**src/rtl/acg_pkg.sv**
```systemverilog
package acg_pkg;
  localparam int CFG_W  = 32;
  localparam int DIV_W  = 16;
  localparam int SEL_W  = 3;
  localparam int N_SRC  = 4;

  typedef enum logic [SEL_W-1:0] {
    SRC_NONE  = 3'd0,
    SRC_PIN   = 3'd1,
    SRC_SYNTH = 3'd2,
    SRC_OSC   = 3'd3,
    SRC_PLL   = 3'd4
  } src_code_e;

  typedef struct packed {
    logic [CFG_W-DIV_W-SEL_W-6:0] spare;
    logic                         tdm_inv;
    logic                         tdm_sel;
    logic [SEL_W-1:0]             src;
    logic [DIV_W-1:0]             div;
    logic                         bypass;
    logic                         pin_inv;
    logic                         master;
  } cfg_t;
endpackage

```
**src/rtl/acg_src_sel.sv**
```systemverilog
module acg_src_sel
  import acg_pkg::*;
#(
  parameter int NS = N_SRC,
  parameter int SW = SEL_W
) (
  input  logic [SW-1:0] code,
  input  logic [NS-1:0] cand,
  output logic          lvl
);
  always_comb begin
    lvl = 1'b0;
    for (int i = 0; i < NS; i++) begin
      if (code == SW'(i + 1)) lvl = cand[i];
    end
  end
endmodule

```
**src/rtl/acg_divider.sv**
```systemverilog
module acg_divider #(
  parameter int DW = acg_pkg::DIV_W,
  parameter int SW = acg_pkg::SEL_W
) (
  input  logic          clk,
  input  logic          rst_n,
  input  logic          src_lvl,
  input  logic [DW-1:0] div_val,
  input  logic [SW-1:0] src_code,
  output logic          div_clk
);
  logic          src_d;
  logic [DW-1:0] cnt_q;
  logic [DW-1:0] div_q;
  logic [SW-1:0] code_q;
  logic          tgl_q;
  logic          src_edge;
  logic          cfg_change;

  assign src_edge   = src_lvl & ~src_d;
  assign cfg_change = (div_val != div_q) || (src_code != code_q);

  always_ff @(posedge clk or negedge rst_n) begin
    if (!rst_n) begin
      src_d  <= 1'b0;
      cnt_q  <= '0;
      div_q  <= '0;
      code_q <= '0;
      tgl_q  <= 1'b0;
    end else begin
      src_d  <= src_lvl;
      div_q  <= div_val;
      code_q <= src_code;
      if (cfg_change) begin
        cnt_q <= '0;
      end else if (src_edge) begin
        if (cnt_q == div_q) begin
          cnt_q <= '0;
          tgl_q <= ~tgl_q;
        end else begin
          cnt_q <= cnt_q + 1'b1;
        end
      end
    end
  end

  assign div_clk = tgl_q;

  AST_NO_EDGE_HOLD: assert property (@(posedge clk) disable iff (!rst_n)
    !src_edge |=> $stable(tgl_q));
  AST_CNT_BOUND: assert property (@(posedge clk) disable iff (!rst_n)
    cnt_q <= div_q);
  AST_CHANGE_CLEAR: assert property (@(posedge clk) disable iff (!rst_n)
    cfg_change |=> (cnt_q == '0) && $stable(tgl_q));
  AST_D0_TOGGLE: assert property (@(posedge clk) disable iff (!rst_n)
    (src_edge && !cfg_change && div_q == '0) |=> (tgl_q != $past(tgl_q)));
endmodule

```
**src/rtl/acg_out_mux.sv**
```systemverilog
module acg_out_mux (
  input  logic master,
  input  logic pin_inv,
  input  logic bypass,
  input  logic tdm_sel,
  input  logic tdm_inv,
  input  logic src_lvl,
  input  logic div_clk,
  input  logic pin_in,
  input  logic tdm_clk,
  output logic serial_clk,
  output logic pin_clk_out,
  output logic pin_oe
);
  logic mst_clk;
  logic slv_clk;
  logic gen_clk;
  logic alt_clk;

  assign mst_clk     = bypass ? src_lvl : div_clk;
  assign slv_clk     = pin_in ^ pin_inv;
  assign gen_clk     = master ? mst_clk : slv_clk;
  assign alt_clk     = tdm_clk ^ tdm_inv;
  assign serial_clk  = tdm_sel ? alt_clk : gen_clk;
  assign pin_clk_out = master & mst_clk;
  assign pin_oe      = master;
endmodule

```
**src/rtl/audio_sclk_gen.sv**
```systemverilog
module audio_sclk_gen
  import acg_pkg::*;
(
  input  logic             clk,
  input  logic             rst_n,
  input  logic [CFG_W-1:0] cfg_word,
  input  logic             pin_in,
  input  logic             synth_clk,
  input  logic             osc_clk,
  input  logic             pll_clk,
  input  logic             tdm_clk,
  output logic             serial_clk,
  output logic             pin_clk_out,
  output logic             pin_oe
);
  cfg_t             cfg;
  logic [N_SRC-1:0] cand;
  logic             src_lvl;
  logic             div_clk;

  assign cfg  = cfg_t'(cfg_word);
  assign cand = {pll_clk, osc_clk, synth_clk, pin_in};

  acg_src_sel #(.NS(N_SRC), .SW(SEL_W)) u_sel (
    .code (cfg.src),
    .cand (cand),
    .lvl  (src_lvl)
  );

  acg_divider #(.DW(DIV_W), .SW(SEL_W)) u_div (
    .clk      (clk),
    .rst_n    (rst_n),
    .src_lvl  (src_lvl),
    .div_val  (cfg.div),
    .src_code (cfg.src),
    .div_clk  (div_clk)
  );

  acg_out_mux u_mux (
    .master      (cfg.master),
    .pin_inv     (cfg.pin_inv),
    .bypass      (cfg.bypass),
    .tdm_sel     (cfg.tdm_sel),
    .tdm_inv     (cfg.tdm_inv),
    .src_lvl     (src_lvl),
    .div_clk     (div_clk),
    .pin_in      (pin_in),
    .tdm_clk     (tdm_clk),
    .serial_clk  (serial_clk),
    .pin_clk_out (pin_clk_out),
    .pin_oe      (pin_oe)
  );

  AST_SLAVE_PATH: assert property (@(posedge clk) disable iff (!rst_n)
    (!cfg.master && !cfg.tdm_sel) |-> (serial_clk == (pin_in ^ cfg.pin_inv)));
  AST_PIN_QUIET: assert property (@(posedge clk) disable iff (!rst_n)
    !pin_oe |-> !pin_clk_out);
endmodule

```
**config.mk**
```make
export PLATFORM = sky130hd
export DESIGN_NAME = audio_sclk_gen
export DESIGN_NICKNAME = d
export VERILOG_FILES = /design/src/rtl/acg_pkg.sv /design/src/rtl/acg_src_sel.sv /design/src/rtl/acg_divider.sv /design/src/rtl/acg_out_mux.sv /design/src/rtl/audio_sclk_gen.sv
export SDC_FILE = /design/constraint.sdc
export NUM_CORES = 1
export LEC_CHECK = 0
export ABC_AREA = 1
export CAP_MARGIN = 20
export CORE_UTILIZATION = 40
export CTS_CLUSTER_DIAMETER = 100
export CTS_CLUSTER_SIZE = 12
export DETAILED_ROUTE_END_ITERATION = 8
export MAX_ROUTING_LAYER = met4
export PLACE_DENSITY = 0.64
export SETUP_SLACK_MARGIN = 0.5
export SLEW_MARGIN = 20
export SYNTH_ARGS = -nofsm -noshare
export SYNTH_HDL_FRONTEND = slang
export SYNTH_SLANG_ARGS = --single-unit
```
**constraint.sdc**
```tcl
create_clock -name clk -period 1.5 [get_ports clk]
set_clock_uncertainty 0.05 [all_clocks]
set_input_delay 0.375 -clock clk [delete_from_list [all_inputs] [get_ports clk]]
set_output_delay 0.375 -clock clk [all_outputs]
set_load 0.02 [all_outputs]
```
==> flow_summary.ini, run 1 <==
[detailed_routing]
post_drt_wl_per_cell_um = 10.75
drc = 0
antenna_left = 0
dr_total_vias = 2341
dr.pass1.iters = 4
avgViaCountPerCell = 4.417
detail_route.iter0.violations = 115
drt-total-wl_um = 5699

[sta]
max_freq_mhz = 586.4
min_period_ps = 1705
fin_crit_sh_pct = 113.7
slew_violations = 0
rsz0062_at_grt = true
setup_viol = 19
layout_setup_ws_ps = -205.4
relSlewSlack_pct = 74.17
hold_violations = 14
tightest_slew_ps = 387.4
timing.hold.ws_ps = -48.86

[yosys]
ys_ff_latch = 37
synth_area_leaders = dfrtp_1, nand2_1, inv_1
avgSynthCellArea_um2 = 6.617
synth_nets = 400
yosys.area.top_type = dfrtp_1
synth-seq-area-share_pct = 38.87
ys_types = 25
ys_warn_count = 0
synth.top_cell.area_share_pct = 38.87
synth_area_um2 = 2382
syn-instance-count = 360

[worst_setup_path]
crit_chain = buf_4 > buf_4 > xor2_1 > nor2_1 > nand2_1 > nor2_1 > nand2_2 > nand2_2 > nor2_4 > buf_12 > nand2_1 > nand2_1
reg2reg_from = u_div.cnt_q[0]
cp_max_fo = 7
rrSetupSlack_ps = -210
reg2reg_depth = 12
cp-end-kind = flop
cp-endpoint = u_div.cnt_q[12]
cp.depth = 12
start_kind = flop
worstSetupPathType = reg -> reg
path_buf_inv = 3
critical_path_arrival_ps = 1840
cp_top_family = simple AND/OR/NAND/NOR gates
cp.required_ps = 1630
max_stage_delay_ps = 410
startpoint = u_div.cnt_q[0]
path_common_cell = nand2_1
slowest_stage = dfrtp_1
worstReg2RegEnd = u_div.cnt_q[12]

[clock_tree]
clk_pin_slew_ps = 70
htree_num_levels = 2
cts_tree = built
cts_inserted_buffers = 5
cts_sinks = 37
clock_latency_ps = 290
cts_max_path_buffers = 2
ctsRootBufferMaster = clkbuf_8

[worst_hold_path]
hold_path.class = in -> async

[power_and_ir_drop]
ir_drop_uv = 465.9
power.internal_mw = 1.585
clkPwrFrac_pct = 33.3
power_frac_comb_pct = 18.1
p_sw_mw = 0.5762
finalPower_mw = 2.161
power_density_nw_per_um2 = 624.0
seq_power_share_pct = 48.5
p_leak_nw = 2.009
netSwitchingFraction_pct = 26.66

[run_status]
status = complete, but fails checks
violations = hold timing, setup timing

[cells_and_area]
layout-drive-gt1-share_pct = 27.51
regArea_um2 = 925.9
diodes = 0
fin_util_pct = 61.76
final_nets = 498
multi_input_area_um2 = 1300
area_growth_pct = 45.38
final_cells = 530
nFillCells = 549

[global_routing]
grt_pass1_vias = 2149
antenna_found_initial = 0
grt_pass1_wl_um = 9591
grt_max_degree = 24
gr-total-overflow = 0
grt_usage_pct = 20.53

[job]
drv_cap = 0

[placed_design]
dp_slack_ps = -1031
dp_hpwl_um = 4197
place_inst = 508
numPortBuffers = 33
place_congestion = 0.7947

[floorplanning]
die_w_um = 79.18
num_rows = 27
io_pins = 42
start_util_pct = 42.48
core_area_um2 = 5608
die_y_um = 79.18
dieArea_um2 = 6269
-- synth_stat cells --
cell type	n
a21oi_1	2
a31oi_1	1
buf_4	2
buf_6	1
clkbuf_2	1
clkinv_1	1
dfrtp_1	37
ha_1	1
inv_1	62
inv_2	3
nand2_1	164
nand2_2	4
nand3_1	8
nand3b_1	2
nand4_1	2
nand4_2	1
nor2_1	30
nor2_4	2
nor2b_1	1
nor3_1	4
nor3_4	1
o21a_1	1
o21ai_0	3
xnor2_1	5
xor2_1	21
-- flip-flops by register name, indices dropped and copies added (netlist names) --
register       count
u_div.src_d        1
u_div.div_clk      1
u_div.div_q       16
u_div.code_q       3
u_div.cnt_q       16
-- worst min-delay path by stage --
stage                                 end  slack, ps  cells past startpoint
after detailed placement  u_div.div_q[15]        270                      1
after global routing      u_div.div_q[15]        -30                      1
final                     u_div.div_q[15]        -50                      1
after global placement    u_div.div_q[15]        270                      1
after floorplan            u_div.cnt_q[0]         30                      0
after CTS                 u_div.div_q[15]        -50                      1
-- layout by cell type, fill, tap and decap left out, types with 3 or more instances in the layout --
| cell type | synthesis | final |
|---|---|---|
| buf_2 | 0 | 6 |
| buf_4 | 2 | 57 |
| buf_6 | 1 | 6 |
| clkbuf_8 | 0 | 6 |
| dfrtp_1 | 37 | 37 |
| dlygate4sd2_1 | 0 | 20 |
| inv_1 | 62 | 54 |
| inv_2 | 3 | 10 |
| nand2_1 | 164 | 150 |
| nand2_2 | 4 | 18 |
| nand3_1 | 8 | 6 |
| nor2_1 | 30 | 25 |
| nor2_2 | 0 | 4 |
| nor2_4 | 2 | 3 |
| nor3_1 | 4 | 4 |
| xnor2_2 | 0 | 3 |
| xor2_1 | 21 | 21 |
-- cells by family after synthesis --
group / after synthesis / synth area share, %
AND/OR/NAND/NOR: 219 / 37.71
buffers and inverters: 70 / 11.71
flip-flops: 37 / 38.87
XOR/XNOR: 26 / 9.559
AO/OA/AOI/OAI: 7 / 1.628
adder cells (fa/ha/maj): 1 / 0.5251
-- stage by stage --
stage | setup TNS [ps] | cell area (µm²)
floorplan | 0 | 2412
global placement | -13050 | 3166
detailed placement | -13410 | 3166
CTS | -2979 | 3393
global route | -5415 | 3463
finish | -3395 | 3463
-- final cells by class --
class / count / area share [%]
timing repair buffer: 95 / 23.34
inverter: 66 / 7.298
multi-input combinational: 253 / 37.54
tap: 72 / 2.601
clock buffer: 7 / 2.493
sequential: 37 / 26.73
-- power groups by stage --
stage                     clock (mW)  sequential (mW)  combinational [mW]
after global placement             0             1.07               0.349
after floorplan                    0             1.06               0.156
after global routing           0.775             1.05               0.438
after CTS                      0.749             1.05               0.384
final                          0.721             1.05               0.392
after detailed placement           0             1.07               0.354
-- metal layers --
layer	track usage, %	vias up	share of wire (%)
li1	-	1243	-
met1	25.07	1048	44
met2	34.83	41	50
met3	3.218	9	3.7
met4	6.364	0	1.4
met5	-	-	0
-- timing repair --
item	in CTS	in global routing
gates cloned	1	0
pin swaps	27	7
setup endpoints to repair	21	20
resized for setup	94	18
hold endpoints to repair	14	14
buffers inserted	11	3
No activity file was read; power rests on OpenSTA's default activity.
==> inputs of run 2 (changes only) <==
--- a/config.mk
+++ b/config.mk
@@ -11,7 +11,6 @@
 export CTS_CLUSTER_DIAMETER = 100
 export CTS_CLUSTER_SIZE = 12
 export DETAILED_ROUTE_END_ITERATION = 8
-export MAX_ROUTING_LAYER = met4
 export PLACE_DENSITY = 0.64
 export SETUP_SLACK_MARGIN = 0.5
 export SLEW_MARGIN = 20
==> run 2 against run 1 <==
Effect of this change: worst hold slack worse by 4.1 ps; critical path type unchanged; the flow still finishes with violations (hold timing, setup timing); fmax hardly changed; power barely moved; sequential power hardly changed.
==> flow_summary.ini, run 2 (synthesized netlist as in run 1, its figures left out) <==
[sta]
hold_violations = 14
tightest_slew_ps = 379.0
rsz0062_at_grt = true
fin_crit_sh_pct = 113.7
timing.hold.ws_ps = -53.00
slew_violations = 0
min_period_ps = 1706
max_freq_mhz = 586.3
relSlewSlack_pct = 74.73
layout_setup_ws_ps = -205.6
setup_viol = 19

[clock_tree]
clock_latency_ps = 290
ctsRootBufferMaster = clkbuf_8
clk_pin_slew_ps = 80
cts_max_path_buffers = 2
cts_inserted_buffers = 5
cts_tree = built
htree_num_levels = 2
cts_sinks = 37

[global_routing]
antenna_found_initial = 0
grt_pass1_vias = 2149
gr-total-overflow = 0
grt_pass1_wl_um = 9597
grt_max_degree = 24
grt_usage_pct = 19.98

[detailed_routing]
drc = 0
post_drt_wl_per_cell_um = 10.75
antenna_left = 0
drt-total-wl_um = 5698
avgViaCountPerCell = 4.409
dr.pass1.iters = 4
dr_total_vias = 2337
detail_route.iter0.violations = 115

[cells_and_area]
area_growth_pct = 45.38
diodes = 0
final_nets = 498
layout-drive-gt1-share_pct = 27.51
reg.largest.list = u_div.cnt_q: 16 flops, u_div.div_q: 16 flops, u_div.code_q: 3 flops
final_common_cell = nand2_1
fin_area_um2 = 3463
final_cell_mix = nand2_1, buf_4, inv_1
final_cells = 530

[worst_setup_path]
cp_max_fo = 7
start_kind = flop
reg2reg_depth = 12
worstReg2RegEnd = u_div.cnt_q[12]
cp-end-kind = flop
path_common_cell = nand2_1
crit_chain = buf_4 > buf_4 > xor2_1 > nor2_1 > nand2_1 > nor2_1 > nand2_2 > nand2_2 > nor2_4 > buf_12 > nand2_1 > nand2_1
cp_top_family = simple AND/OR/NAND/NOR gates
max_stage_delay_ps = 410
slowest_stage = dfrtp_1
reg2reg_from = u_div.cnt_q[0]
path_buf_inv = 3
cp.required_ps = 1630
critical_path_arrival_ps = 1840
rrSetupSlack_ps = -210
worstSetupPathType = reg -> reg

[floorplanning]
core_area_um2 = 5608
dieArea_um2 = 6269
num_rows = 27
io_pins = 42
start_util_pct = 42.48
die_w_um = 79.18
die_y_um = 79.18

[placed_design]
dp_slack_ps = -1031
place_inst = 508
place_area_um2 = 3166
numPortBuffers = 33
dp_hpwl_um = 4197
place_congestion = 0.7838

[job]
drv_cap = 0

[run_status]
status = complete, but fails checks
violations = hold timing, setup timing

[power_and_ir_drop]
power_density_nw_per_um2 = 624.6
p_leak_nw = 2.009
ir_drop_uv = 466.9

[worst_hold_path]
hold_path.class = in -> async
==> run 2: worst register-to-register path: cells and delay by family, from the launching register on <==
family	cells	cell delay [ps]
xor gates and xnor gates	1	130
and+or+nand+nor	8	610
DFF	1	410
buffers and inverters	3	400
==> run 2: repair_timing <==
action,4_1_cts,5_1_grt
gates cloned,1,0
gates resized for setup,94,18
endpoints found under the setup margin,21,20
endpoints found under the hold margin,14,14
setup buffers,11,3
pin swaps,27,7
==> run 2: power by group <==
| group | leakage (nW) | internal, mW | switching, mW |
|---|---|---|---|
| combinational | 1.49 | 0.194 | 0.198 |
| clock | 0.0443 | 0.365 | 0.357 |
| sequential | 0.471 | 1.03 | 0.0234 |
==> run 2: metal layers <==
| metal | up-vias | track usage (%) | share of wire [%] |
|---|---|---|---|
| met4 | 0 | 6.364 | 1.4 |
| li1 | 1242 | - | - |
| met1 | 1048 | 24.86 | 44 |
| met5 | - | 0 | 0 |
| met2 | 38 | 34.83 | 51 |
| met3 | 9 | 3.563 | 3.8 |
==> run 2: layout make-up <==
cell class,instances,area (µm²)
well taps,72,90.09
inverters,66,252.7
fillers,549,2145
flip-flops and latches,37,925.9
multi-input cells,253,1300
clock buffers,7,86.33
repair buffers,95,808.3
==> run 2: stage by stage <==
stage	util, %	hold WS [ps]	total power, mW	setup TNS [ps]
3_3_place_gp	56.45	271.3	1.417	-13050
6_report	61.76	-53.00	2.163	-3395
5_1_grt	61.76	-26.34	2.266	-5415
3_5_place_dp	56.45	265.9	1.422	-13410
4_1_cts	60.51	-50.13	2.181	-2979
2_1_floorplan	-	29.41	1.221	0
==> run 2: how the worst max path moves through the flow <==
stage / to / depth (start not counted) / slack, ps / from
5_1_grt: u_div.cnt_q[4] / 12 / -320 / u_div.cnt_q[0]
4_1_cts: u_div.cnt_q[12] / 12 / -190 / u_div.div_q[3]
6_report: u_div.cnt_q[12] / 12 / -210 / u_div.cnt_q[0]
2_1_floorplan: u_div.cnt_q[12] / 12 / 6 / u_div.cnt_q[0]
3_5_place_dp: serial_clk / 10 / -1030 / cfg_word[19]
3_3_place_gp: serial_clk / 9 / -1010 / cfg_word[20]
